[src/rtl/tmr_pkg.sv]
package tmr_pkg;

  localparam int unsigned ADDR_W = 3;

  // register addresses
  localparam logic [ADDR_W-1:0] A_CTRL   = 3'd0;
  localparam logic [ADDR_W-1:0] A_SLAVE  = 3'd1;
  localparam logic [ADDR_W-1:0] A_PSC    = 3'd2;
  localparam logic [ADDR_W-1:0] A_RELOAD = 3'd3;
  localparam logic [ADDR_W-1:0] A_CMP    = 3'd4;
  localparam logic [ADDR_W-1:0] A_STAT   = 3'd5;
  localparam logic [ADDR_W-1:0] A_EVGEN  = 3'd6;

  // control bit positions
  localparam int unsigned C_RUN  = 0;
  localparam int unsigned C_URS  = 1;
  localparam int unsigned C_IE   = 2;
  localparam int unsigned CTRL_W = 3;

  typedef enum logic [2:0] {
    SM_FREE  = 3'b000,
    SM_CLEAR = 3'b100,
    SM_GATED = 3'b101
  } slave_mode_e;

  localparam logic [4:0] TSEL_CHAN = 5'b00101;

  typedef struct packed {
    logic       pol_c;
    logic       pol_n;
    logic [4:0] tsel;
    logic [2:0] mode;
  } slave_cfg_t;

  localparam int unsigned CFG_W = $bits(slave_cfg_t);

endpackage

[src/rtl/tmr_trig_sync.sv]
module tmr_trig_sync #(
  parameter int unsigned STAGES = 2
) (
  input  logic clk,
  input  logic rst_n,
  input  logic din,
  output logic lev,
  output logic rise,
  output logic fall
);

  localparam int unsigned LEN = STAGES + 1;

  logic [LEN-1:0] chain_q;
  logic [LEN-1:0] chain_d;

  always_comb begin
    chain_d = {chain_q[LEN-2:0], din};
  end

  always_ff @(posedge clk or negedge rst_n) begin
    if (!rst_n) chain_q <= '0;
    else        chain_q <= chain_d;
  end

  // last synchroniser stage is the level; the extra stage holds history
  always_comb begin
    lev  = chain_q[STAGES-1];
    rise = chain_q[STAGES-1] & ~chain_q[STAGES];
    fall = ~chain_q[STAGES-1] & chain_q[STAGES];
  end


  no_double_rise_chk: assert property (@(posedge clk) disable iff (!rst_n)
    rise |=> !rise);

endmodule

[src/rtl/tmr_slave_ctl.sv]
module tmr_slave_ctl
  import tmr_pkg::*;
(
  input  slave_cfg_t cfg,
  input  logic       run_en,
  input  logic       lev,
  input  logic       rise,
  input  logic       fall,
  output logic       trig_clr,
  output logic       flag_set,
  output logic       run
);

  logic edge_hit;
  logic gate_open;
  logic is_clear;
  logic is_gated;

  always_comb begin
    is_clear = (cfg.mode == SM_CLEAR);
    is_gated = (cfg.mode == SM_GATED);
    unique case ({cfg.pol_n, cfg.pol_c})
      2'b10:   edge_hit = fall;
      2'b11:   edge_hit = rise | fall;
      default: edge_hit = rise;
    endcase
    gate_open = lev ^ cfg.pol_n;
    trig_clr  = is_clear & edge_hit;
    flag_set  = trig_clr | (is_gated & (rise | fall));
    run       = run_en & (~is_gated | gate_open);
  end

endmodule

[src/rtl/tmr_count_core.sv]
module tmr_count_core #(
  parameter int unsigned CW = 16,
  parameter int unsigned PW = 8
) (
  input  logic          clk,
  input  logic          rst_n,
  input  logic          run,
  input  logic          clr,
  input  logic          upd_req,
  input  logic [PW-1:0] psc_div,
  input  logic [CW-1:0] reload_pre,
  input  logic [CW-1:0] cmp_pre,
  output logic [CW-1:0] count,
  output logic [CW-1:0] reload_act,
  output logic [CW-1:0] cmp_act,
  output logic          upd_evt
);

  logic [PW-1:0] psc_q, psc_d;
  logic [CW-1:0] cnt_d, rl_d, cp_d;
  logic          tick, wrap, upd_d;

  always_comb begin
    tick  = run & (psc_q >= psc_div);
    wrap  = tick & (count == reload_act) & ~clr;
    upd_d = upd_req | wrap;
    psc_d = psc_q;
    cnt_d = count;
    if (clr) begin
      psc_d = '0;
      cnt_d = '0;
    end else if (run) begin
      if (tick) begin
        psc_d = '0;
        cnt_d = wrap ? '0 : count + 1'b1;
      end else begin
        psc_d = psc_q + 1'b1;
      end
    end
    rl_d = upd_d ? reload_pre : reload_act;
    cp_d = upd_d ? cmp_pre : cmp_act;
  end

  always_ff @(posedge clk or negedge rst_n) begin
    if (!rst_n) begin
      psc_q      <= '0;
      count      <= '0;
      reload_act <= '1;
      cmp_act    <= '0;
      upd_evt    <= 1'b0;
    end else begin
      psc_q      <= psc_d;
      count      <= cnt_d;
      reload_act <= rl_d;
      cmp_act    <= cp_d;
      upd_evt    <= upd_d;
    end
  end


  idle_hold_chk: assert property (@(posedge clk) disable iff (!rst_n)
    (!run && !clr) |=> $stable(count));


  count_range_chk: assert property (@(posedge clk) disable iff (!rst_n)
    count <= reload_act);


  wrap_to_zero_chk: assert property (@(posedge clk) disable iff (!rst_n)
    (run && !clr && psc_q >= psc_div && count == reload_act) |=> (count == '0 && upd_evt));


  clear_zero_chk: assert property (@(posedge clk) disable iff (!rst_n)
    clr |=> (count == '0));


  preload_copy_chk: assert property (@(posedge clk) disable iff (!rst_n)
    upd_req |=> (reload_act == $past(reload_pre) && cmp_act == $past(cmp_pre)));

endmodule

[src/rtl/slave_trig_timer.sv]
module slave_trig_timer
  import tmr_pkg::*;
#(
  parameter int unsigned CW          = 16,
  parameter int unsigned PW          = 8,
  parameter int unsigned SYNC_STAGES = 2
) (
  input  logic              clk,
  input  logic              rst_n,
  input  logic              wr_en,
  input  logic [ADDR_W-1:0] wr_addr,
  input  logic [CW-1:0]     wr_data,
  input  logic              chan_in,
  output logic [CW-1:0]     count,
  output logic [CW-1:0]     reload_act,
  output logic [CW-1:0]     cmp_act,
  output logic              upd_evt,
  output logic              trig_flag,
  output logic              irq
);

  // reset: asserted asynchronously, released on the clock
  logic [1:0] rst_sync_q;
  logic       rst_ni;

  always_ff @(posedge clk or negedge rst_n) begin
    if (!rst_n) rst_sync_q <= '0;
    else        rst_sync_q <= {rst_sync_q[0], 1'b1};
  end
  assign rst_ni = rst_sync_q[1];

  // register file
  logic [CTRL_W-1:0] ctrl_q, ctrl_d;
  slave_cfg_t        cfg_q, cfg_d;
  logic [PW-1:0]     pdiv_q, pdiv_d;
  logic [CW-1:0]     rlp_q, rlp_d;
  logic [CW-1:0]     cpp_q, cpp_d;
  logic              flag_d;
  logic              sw_upd, stat_clr;

  logic src_sig, lev, rise, fall;
  logic trig_clr, flag_set, run;
  logic clr, upd_req;

  always_comb begin
    ctrl_d   = ctrl_q;
    cfg_d    = cfg_q;
    pdiv_d   = pdiv_q;
    rlp_d    = rlp_q;
    cpp_d    = cpp_q;
    sw_upd   = 1'b0;
    stat_clr = 1'b0;
    if (wr_en) begin
      unique case (wr_addr)
        A_CTRL:   ctrl_d   = wr_data[CTRL_W-1:0];
        A_SLAVE:  cfg_d    = slave_cfg_t'(wr_data[CFG_W-1:0]);
        A_PSC:    pdiv_d   = wr_data[PW-1:0];
        A_RELOAD: rlp_d    = wr_data;
        A_CMP:    cpp_d    = wr_data;
        A_STAT:   stat_clr = ~wr_data[0];
        A_EVGEN:  sw_upd   = wr_data[0];
        default:  ;
      endcase
    end
  end

  always_ff @(posedge clk or negedge rst_ni) begin
    if (!rst_ni) begin
      ctrl_q <= '0;
      cfg_q  <= '0;
      pdiv_q <= '0;
      rlp_q  <= '1;
      cpp_q  <= '0;
    end else begin
      ctrl_q <= ctrl_d;
      cfg_q  <= cfg_d;
      pdiv_q <= pdiv_d;
      rlp_q  <= rlp_d;
      cpp_q  <= cpp_d;
    end
  end

  // trigger path
  always_comb src_sig = (cfg_q.tsel == TSEL_CHAN) & chan_in;

  tmr_trig_sync #(.STAGES(SYNC_STAGES)) u_sync (
    .clk  (clk),
    .rst_n(rst_ni),
    .din  (src_sig),
    .lev  (lev),
    .rise (rise),
    .fall (fall)
  );

  tmr_slave_ctl u_ctl (
    .cfg     (cfg_q),
    .run_en  (ctrl_q[C_RUN]),
    .lev     (lev),
    .rise    (rise),
    .fall    (fall),
    .trig_clr(trig_clr),
    .flag_set(flag_set),
    .run     (run)
  );

  always_comb begin
    clr     = trig_clr | sw_upd;
    upd_req = sw_upd | (trig_clr & ~ctrl_q[C_URS]);
  end

  tmr_count_core #(.CW(CW), .PW(PW)) u_core (
    .clk       (clk),
    .rst_n     (rst_ni),
    .run       (run),
    .clr       (clr),
    .upd_req   (upd_req),
    .psc_div   (pdiv_q),
    .reload_pre(rlp_q),
    .cmp_pre   (cpp_q),
    .count     (count),
    .reload_act(reload_act),
    .cmp_act   (cmp_act),
    .upd_evt   (upd_evt)
  );

  // sticky flag and interrupt
  always_comb begin
    flag_d = trig_flag;
    if (flag_set)      flag_d = 1'b1;
    else if (stat_clr) flag_d = 1'b0;
  end

  always_ff @(posedge clk or negedge rst_ni) begin
    if (!rst_ni) trig_flag <= 1'b0;
    else         trig_flag <= flag_d;
  end

  assign irq = trig_flag & ctrl_q[C_IE];


  flag_set_chk: assert property (@(posedge clk) disable iff (!rst_ni)
    flag_set |=> trig_flag);


  flag_clear_chk: assert property (@(posedge clk) disable iff (!rst_ni)
    (stat_clr && !flag_set) |=> !trig_flag);


  urs_block_chk: assert property (@(posedge clk) disable iff (!rst_ni)
    (trig_clr && ctrl_q[C_URS] && !sw_upd) |=> !upd_evt);


  single_pulse_chk: assert property (@(posedge clk) disable iff (!rst_ni)
    (sw_upd && trig_clr) |=> (upd_evt && count == '0));

endmodule

[config.mk]
export PLATFORM = sky130hd
export DESIGN_NAME = slave_trig_timer
export DESIGN_NICKNAME = d
export VERILOG_FILES = /design/src/rtl/tmr_pkg.sv /design/src/rtl/tmr_trig_sync.sv /design/src/rtl/tmr_slave_ctl.sv /design/src/rtl/tmr_count_core.sv /design/src/rtl/slave_trig_timer.sv
export SDC_FILE = /design/constraint.sdc
export NUM_CORES = 1
export LEC_CHECK = 0
export BUFFER_PORTS_ARGS = -buffer_cell sky130_fd_sc_hd__buf_2
export CORE_MARGIN = 4
export CORE_UTILIZATION = 52
export DETAILED_ROUTE_END_ITERATION = 12
export PLACE_DENSITY = 0.82
export SLEW_MARGIN = 20
export SYNTH_ARGS = -nofsm -noshare
export SYNTH_HDL_FRONTEND = slang
export SYNTH_SLANG_ARGS = --single-unit
export TNS_END_PERCENT = 1
[constraint.sdc]
create_clock -name clk -period 3.7 [get_ports clk]
set_clock_uncertainty 0.05 [all_clocks]
set_input_delay 0.185 -clock clk [delete_from_list [all_inputs] [get_ports clk]]
set_output_delay 0.185 -clock clk [all_outputs]
set_load 0.03 [all_outputs]
**Word level (Yosys, flattened, before mapping)**

Index checks and enable logic that the tools add are counted.

- Flip-flop bits (word level): 116
- Bits of input ports: 23
- Output and inout bits: 51
- Word-level logic and storage cells: 79

- Add/sub/neg operators: 2
- Magnitude comparators: 1
- Equal/unequal tests: 12
- Mux-type cells: 14
- Bitwise gates (word level): 24
- Reductions and logical operators: 10

Operator list:

| kind | count |
|---|---|
| $mux 16 | 4 |
| $mux 8 | 3 |
| $add 16x1->16 const B | 1 |
| $eq 16x16->1 | 1 |
| $eq 3x3->1 const B | 5 |
| $reduce_and 2->1 | 6 |
| $and 1x1->1 | 11 |
| $add 8x1->8 const B | 1 |
| $ge 8x8->1 | 1 |
| $eq 3x2->1 const B | 2 |
| $mux 1 | 6 |
| $not 1->1 | 6 |
| $or 1x1->1 | 6 |
| $reduce_bool 2->1 | 3 |
| $eq 5x3->1 const B | 1 |
| $eq 2x2->1 const B | 2 |
| $eq 3x1->1 const B | 1 |
| $logic_not 3->1 | 1 |
| $pmux 1 s2 | 1 |
| $xor 1x1->1 | 1 |

**Longest topological paths before layout**

Gate-level depths: netlist (run 1).

- Depth in word-level cells: 12
- Gate-level depth with buffers: 9
- Mapped depth without buffers: 8

**Modules after synthesis**

Synthesis (run 1) repeated with hierarchy kept, for this count alone.

- Cell total of the unflattened synthesis: 449
- Area, all modules: 5676.7 um2

Modules (own cells, without submodules):

| module | instances | cells each | area each (um2) |
|---|---|---|---|
| tmr_count_core | 1 | 302 | 3301.9 |
| slave_trig_timer | 1 | 131 | 2214.6 |
| tmr_trig_sync | 1 | 5 | 90.1 |
| tmr_slave_ctl | 1 | 11 | 70.1 |

**Worst setup path before layout (run 1)**

OpenSTA, ideal clock, no wires.

- Path kind: register to register
- Start point: reg u_core.reload_act[10]
- End point: reg u_core.cmp_act[0]
- Library setup time: 0.125 ns
- Arrival time: 2.270 ns
- Data required time: 3.525 ns
- Path slack: 1.255 ns
- Stages on the path, launching flop included: 8
- Cells stage by stage: dfstp_2 > xnor2_1 > nand4_1 > nor4_4 > nand3_2 > a21oi_4 > buf_6 > mux2_4

- Longest elaborated chain between the ends: 4

Ends and longest elaborated chain:

| what | line | RTL |
|---|---|---|
| start: declaration | tmr_count_core.sv:14 | `output logic [CW-1:0] reload_act,` |
| start signal: assignment | tmr_count_core.sv:54 | `reload_act <= rl_d;` |
| $eq 16x16->1 | tmr_count_core.sv:25 | `wrap = tick & (count == reload_act) & ~clr;` |
| $and 1x1->1 (2 in a row) | tmr_count_core.sv:25 |  |
| $or 1x1->1 | tmr_count_core.sv:26 | `upd_d = upd_req \| wrap;` |
| end signal: assignment | tmr_count_core.sv:55 | `cmp_act <= cp_d;` |
| end: declaration | tmr_count_core.sv:15 | `output logic [CW-1:0] cmp_act,` |

No other way between the ends.
A chain may end at the register's enable or synchronous reset.

**Final worst setup path (run 1)**

- Start point: reg u_core.psc_q[2]
- End point: reg u_core.reload_act[14]

- Longest elaborated chain between the ends: 5

Ends and longest elaborated chain:

| what | line | RTL |
|---|---|---|
| start: declaration | tmr_count_core.sv:19 | `logic [PW-1:0] psc_q, psc_d;` |
| start signal: assignment | tmr_count_core.sv:52 | `psc_q <= psc_d;` |
| $ge 8x8->1 | tmr_count_core.sv:24 | `tick = run & (psc_q >= psc_div);` |
| $and 1x1->1 | tmr_count_core.sv:24 |  |
| $and 1x1->1 (2 in a row) | tmr_count_core.sv:25 |  |
| $or 1x1->1 | tmr_count_core.sv:26 |  |

No other way between the ends.

==> run summary, run 1 <==
#FFs+latches synth: 116
Largest net degree at the start of global routing: 88
Layout area overhead: 24.32%
Clock share of power: 30.7%
Setup-failing EPs final: 0
Gate power share: 29.2%
Simple-Gate Fraction of Synth Area: 10.48%
Register area share after synthesis: 55.28%
Worst-path fanout max: 33
Setup TNS: 0 ps
PortBufs: 73
Crit share post-route: 81.33%
Pre-CTS setup slack: 763.5 ps
Antenna viol nets, final: 0
Count leader, synth: dfrtp_1
Routed wire per std cell: 18.37 um
Vias per cell: 5.629
Met2 WL: 6164 um
Hold WC Path Type: input pin to register
Max rail drop VDD: 0.0005126 V
Primary FF master, synth: dfrtp_1
CP endpoint kind: register
I/O pin total: 74
Synth Instances: 410
MaxCap Viol Count: 0
Status: completed
Synth warnings: 0
Core Area: 9864 um2
Peak Freq: 332.3 MHz
Highest routed layer: met4
Max H-tree Level: 4
Clock transition at the registers of the reported paths: 70 ps
Area contributors post-synth: dfrtp_1 39%, dfstp_2 16%, mux2_2 11%, mux2_4 8.2%, ha_1 2.8%
Clk Tree Root Cell: clkbuf_8
Final WL: 12220 um
Synth area leader: dfrtp_1
Clock Tree Buf Depth: 2
Worst endpoint required time: 4090 ps
Total Die Area: 11920 um2
TritonCTS clock tree: yes
Largest family of logic cells by synthesized area: multiplexers
Final count of pins violating max slew: 0
Post-synthesis async set-or-reset flop share: 100.0%
Gp weighted congestion: 0.9421
GRT Residual Overflow: 0
DRC violations left: 0
Number of global-route vias before repair: 3780
Synth Cell Area: 5324 um2
P_sw: 1705 uW
Layout cells sized above 1: 44.36%
P_int: 3247 uW
First-pass GRT wire length: 19570 um
Xor/xnor cell area share of the yosys netlist: 4.113%
Final Worst Setup Slack: 690.9 ps
Seq pwr share: 40.0%
Relative slew slack: 33.34%
Final hold violation count: 0
Total GRT Usage: 21.77%
Slew @ Worst Pin: 994.7 ps
Mapped Nets: 445
Mux cell area share after synthesis: 18.75%
DRT iter0 DRCs: 216
Crit start category: register
Pleak: 0.002974 uW
Adder-Cell Fraction of Synth Area: 2.820%
Setup Fix Bufs, Post-CTS: 0
Worst skew pair latency: 520 ps
Die X: 109.2 um
WP data arrival: 3400 ps
Switching share of power: 34.43%
Initial antenna violation count: 0
Unrepaired setup endpoints after global routing: false
Pre-Repair DR Iteration Count: 4
Total CTS buffers: 17
Cell Chain, Critical Path: ha_1, o21a_1, o21ai_0, o211ai_1, nand3_2, a21oi_4, buf_4, mux2_2
CP max stage cell: o211ai_1
Hpwl dp: 8162 um
Cell area power density: 748.2 nW/um2
Layout Nets: 554
Die span in y: 109.2 um
Synth top area share: 39.48%
Starting density of the core: 53.97%
Routed length on met1: 5207 um
Met3 routed WL: 607 um
Final Critical Period: 3009 ps
Std-Cell Rows: 36
Compound-Gate Fraction of Synth Area: 6.439%
List of most frequent post-synthesis cells: 84 x dfrtp_1, 50 x mux2_2, 32 x dfstp_2, 29 x mux2_4, 24 x nand2_1
DR vias: 3743
Syn avg cell area: 12.99 um2
Clock sinks: 116
# diodes: 0
EDFF count, synth: 0
CP peak stage delay: 570 ps
Critical path class: register to register
Post-synth cell types: 50
==> power groups by stage <==
stage          combinational, uW  clock (uW)  sequential, uW
4_1_cts                     1440        1540            1990
6_report                    1450        1520            1980
3_3_place_gp                1380           0            1980
2_1_floorplan                680           0            2310
5_1_grt                     1540        1610            2030
3_5_place_dp                1420           0            2000
==> sequential cells by signal, indices dropped and copies added (netlist names) <==
register and count:
cfg_q 10, cpp_q 16, ctrl_q 3, pdiv_q 8, rlp_q 16, rst_sync_q 2, trig_flag 1, u_core.cmp_act 16
u_core.count 16, u_core.psc_q 8, u_core.reload_act 16, u_core.upd_evt 1, u_sync.chain_q 3
==> cells by family after synthesis <==
kind of cell             Yosys count
AND/OR/NAND/NOR                  101
AO/OA/AOI/OAI                     53
multiplexers                      79
flip-flops                       116
other                              1
adder cells (fa/ha/maj)           12
buffers and inverters             23
XOR/XNOR                          25
==> per-stage QoR <==
stage | instance area [um2] | hold WS, ps | util [%] | std cells | power, uW
after global placement | 5849 | -80.77 | 59.30 | 613 | 3358
after CTS | 6599 | 47.77 | 66.90 | 664 | 4975
after detailed placement | 5849 | -75.79 | 59.30 | 613 | 3421
after global routing | 6619 | 90.41 | 67.10 | 665 | 5180
final | 6619 | 71.44 | 67.10 | 665 | 4952
after floorplan | 5324 | -160.6 | - | 410 | 2987
==> critical path, delay by kind of cell, from the launching register on <==
kind	cells	cell delay [ps]
flops	1	450
buf+inv	1	520
fa+ha+maj	1	310
compound gates	4	930
mux	1	410
simple gates	1	220
==> final timing paths <==
check,start,endpoint,slack (ps),cells after the start
worst max-delay path,u_core.psc_q[2],u_core.reload_act[14],690,8
worst min-delay path,wr_addr[2],trig_flag,70,4
worst max register to register,u_core.psc_q[2],u_core.reload_act[14],690,8
worst min register to register,rst_sync_q[1],cpp_q[15],280,0
max in group asynchronous,rst_sync_q[1],rlp_q[2],2240,2
min in group asynchronous,rst_sync_q[1],cpp_q[15],280,0
==> per-layer routing <==
metal | vias to the layer above | track usage, %
li1 | 1693 | -
met1 | 1915 | 28.55
met2 | 114 | 35.31
met3 | 21 | 5.447
met4 | 0 | 7.658
met5 | - | 0
==> timing repair <==
item,4_1_cts,5_1_grt
endpoints found under the setup margin,0,0
hold endpoints to repair,56,0
hold buffers,19,0
resized for setup,0,0
==> cell usage in the layout (no fill, tap or decap), drive strengths merged, types with 6 or more instances in the layout <==
| cell type | count |
|---|---|
| dfstp | 32 |
| xnor2 | 16 |
| inv | 18 |
| clkinvlp | 6 |
| nand2 | 24 |
| dlygate4sd3 | 19 |
| nand4 | 8 |
| clkbuf | 19 |
| buf | 79 |
| nand3 | 11 |
| dfrtp | 84 |
| xor2 | 9 |
| mux2 | 79 |
| a21oi | 17 |
| o21ai | 17 |
| nor2 | 19 |
| ha | 12 |
==> cell type report <==
class,count,area (um2)
fill,653,3246
sequential,116,2947
multi-input combinational,271,2277
timing repair buffer,98,613.1
clock buffer,19,431.7
tap,133,166.4
clock inverter,13,127.6
inverter,15,56.30
No activity file was read; power rests on OpenSTA's default activity.
==> run 2: changes to the inputs <==
==> constraint.sdc (replaced) <==
create_clock -name clk -period 2.5 [get_ports clk]
set_clock_uncertainty 0.05 [all_clocks]
set_input_delay 0.125 -clock clk [delete_from_list [all_inputs] [get_ports clk]]
set_output_delay 0.125 -clock clk [all_outputs]
set_load 0.03 [all_outputs]
==> run summary, run 2 (same netlist as run 1, synthesis figures left out) <==
Switching share of power: 33.15% (-1.3 points)
Cell area power density: 1106 nW/um2 (+48%)
Final Worst Setup Slack: -13.54 ps (-704.5 ps)
Core Area: 9864 um2 (unchanged)
GRT Residual Overflow: 0 (unchanged)
MaxCap Viol Count: 0 (unchanged)
TritonCTS clock tree: yes
Crit start category: register
Setup TNS: -13.54 ps (-13.54 ps)
Die span in y: 109.2 um (unchanged)
Total Die Area: 11920 um2 (unchanged)
Pre-Repair DR Iteration Count: 5 (+1)
Layout cells sized above 1: 46.39% (+2.0 points)
WP data arrival: 2910 ps (-490 ps)
Max rail drop VDD: 0.0007281 V (+42%)
Crit share post-route: 100.5% (+19 points)
Hold WC Path Type: input pin to register
P_int: 5085 uW (+57%)
Final Critical Period: 2514 ps (-495.5 ps)
Final core occ: 69.74% (+2.6 points)
Failing checks: setup timing
Worst endpoint required time: 2890 ps (-1200 ps)
Layout Nets: 576 (+4.0%)
DRC violations left: 0 (unchanged)
DR vias: 3843 (+2.7%)
Clock transition at the registers of the reported paths: 60 ps (about the same)
First-pass GRT wire length: 21070 um (+7.7%)
Peak Freq: 397.8 MHz (+20%)
Final std cells w/o fill: 687 (+3.3%)
Status: complete, but fails checks
P_sw: 2522 uW (+48%)
Clock sinks: 116 (unchanged)
Layout area overhead: 29.21%
Hpwl dp: 8826 um (+8.1%)
Pleak: 0.003125 uW (+5.1%)
Gate power share: 29.9% (+0.7 points)
Final hold violation count: 0 (unchanged)
Vias per cell: 5.594 (-0.62%)
Critical path class: register to register
Worst-path fanout max: 3 (-91%)
Initial antenna violation count: 0 (unchanged)
PortBufs: 73 (unchanged)
CP endpoint kind: register
Clock Tree Buf Depth: 2 (unchanged)
Commonest cells after routing, fill and taps aside: 82 x dfrtp_1, 73 x buf_2, 50 x mux2_2
Number of global-route vias before repair: 4090 (+8.2%)
Relative slew slack: 46.33% (+13 points)
Fin Hold WS: 14.31 ps (-57.13 ps)
Seq pwr share: 38.4% (-1.6 points)
Worst skew pair latency: 530 ps (about the same)
Fillers: 607 (-7.0%)
Routed wire per std cell: 19.33 um (+5.2%)
Final count of pins violating max slew: 0 (unchanged)
Max H-tree Level: 4 (unchanged)
# diodes: 0 (unchanged)
Slew @ Worst Pin: 802.1 ps (-192.6 ps)
Largest net degree at the start of global routing: 62 (-30%)
DRT iter0 DRCs: 252 (+17%)
Clk Tree Root Cell: clkbuf_8
Total CTS buffers: 17 (unchanged)
Final WL: 13280 um (+8.7%)
Total GRT Usage: 23.56% (+1.8 points)
Starting density of the core: 53.97% (unchanged)
I/O pin total: 74 (unchanged)
Gp weighted congestion: 0.9126 (-3.1%)
Antenna viol nets, final: 0 (unchanged)
Clock share of power: 31.7% (+1.0 points)
Placed insts: 630 (+2.8%)
Setup-failing EPs final: 1 (+1)
Die X: 109.2 um (unchanged)
Most common library cell in the layout ignoring fill and taps: dfrtp_1
Unrepaired setup endpoints after global routing: true
Std-Cell Rows: 36 (unchanged)
run 2: cell count changes in the layout (fill, tap and decap cells not counted), moves of 2 or more:
cell	change
buf_4	+16
bufinv_16	+2
clkbuf_1	+3
clkinv_2	+3
clkinv_4	-2
clkinvlp_4	-4
dlygate4sd3_1	+3
inv_6	-3
run 2: metrics by stage:
stage	setup slack (ps)	area, um2	total power, uW
finish	-13.54	6879	7607
global route	-167.0	6879	7946
CTS	20.10	6822	7574
floorplan	54.75	5325	4420
global placement	131.7	6002	5014
detailed placement	9.281	6002	5106
run 2: layout make-up:
cell class	instances	area, um2	share of cell area (%)
clock inverter	9	128.9	1.873
tap	133	166.4	2.419
inverter	15	56.30	0.8185
clock buffer	23	456.7	6.639
multi-input combinational	271	2303	33.48
sequential	116	2948	42.85
timing repair buffer	120	819.5	11.91
run 2: timing repair:
item | in CTS | in global routing
pin swaps | 2 | 2
hold buffers | 22 | 0
cloned | 0 | 1
hold endpoints to repair | 57 | 0
endpoints found under the setup margin | 15 | 42
resized for setup | 1 | 6
buffers inserted | 1 | 1
run 2: path summary, 6_finish.rpt:
kind | start | to | slack (ps) | cells past startpoint
setup / recovery | u_core.psc_q[0] | u_core.psc_q[7] | -10 | 9
hold / removal | wr_addr[1] | trig_flag | 10 | 4
setup reg to reg | u_core.psc_q[0] | u_core.psc_q[7] | -10 | 9
hold reg to reg | rst_sync_q[1] | cpp_q[15] | 230 | 0
max in group asynchronous | rst_sync_q[1] | rlp_q[6] | 1430 | 1
min in group asynchronous | rst_sync_q[1] | cpp_q[15] | 230 | 0
run 2: worst max-delay path: stages, from the launching register on:
cell and delay, ps:
dfrtp_1 390, inv_1 80, ha_1 230, nand2b_1 160
a2111oi_2 380, o211ai_1 190, buf_4 180, and2_1 160
or4_1 460, a31oi_1 150
run 2: power groups by stage:
stage | combinational [uW] | sequential (uW) | clock, uW
2_1_floorplan | 1010 | 3410 | 0
3_3_place_gp | 2110 | 2900 | 0
4_1_cts | 2250 | 2910 | 2410
5_1_grt | 2430 | 2990 | 2530
6_report | 2270 | 2920 | 2410
3_5_place_dp | 2180 | 2930 | 0
run 2: layer usage:
metal	share of wire, %	GRT usage [%]	vias to the layer above
met2	49	38.77	155
li1	-	-	1730
met4	2.9	9.706	0
met1	42	30.17	1925
met3	6.4	5.329	33
met5	0	0	-
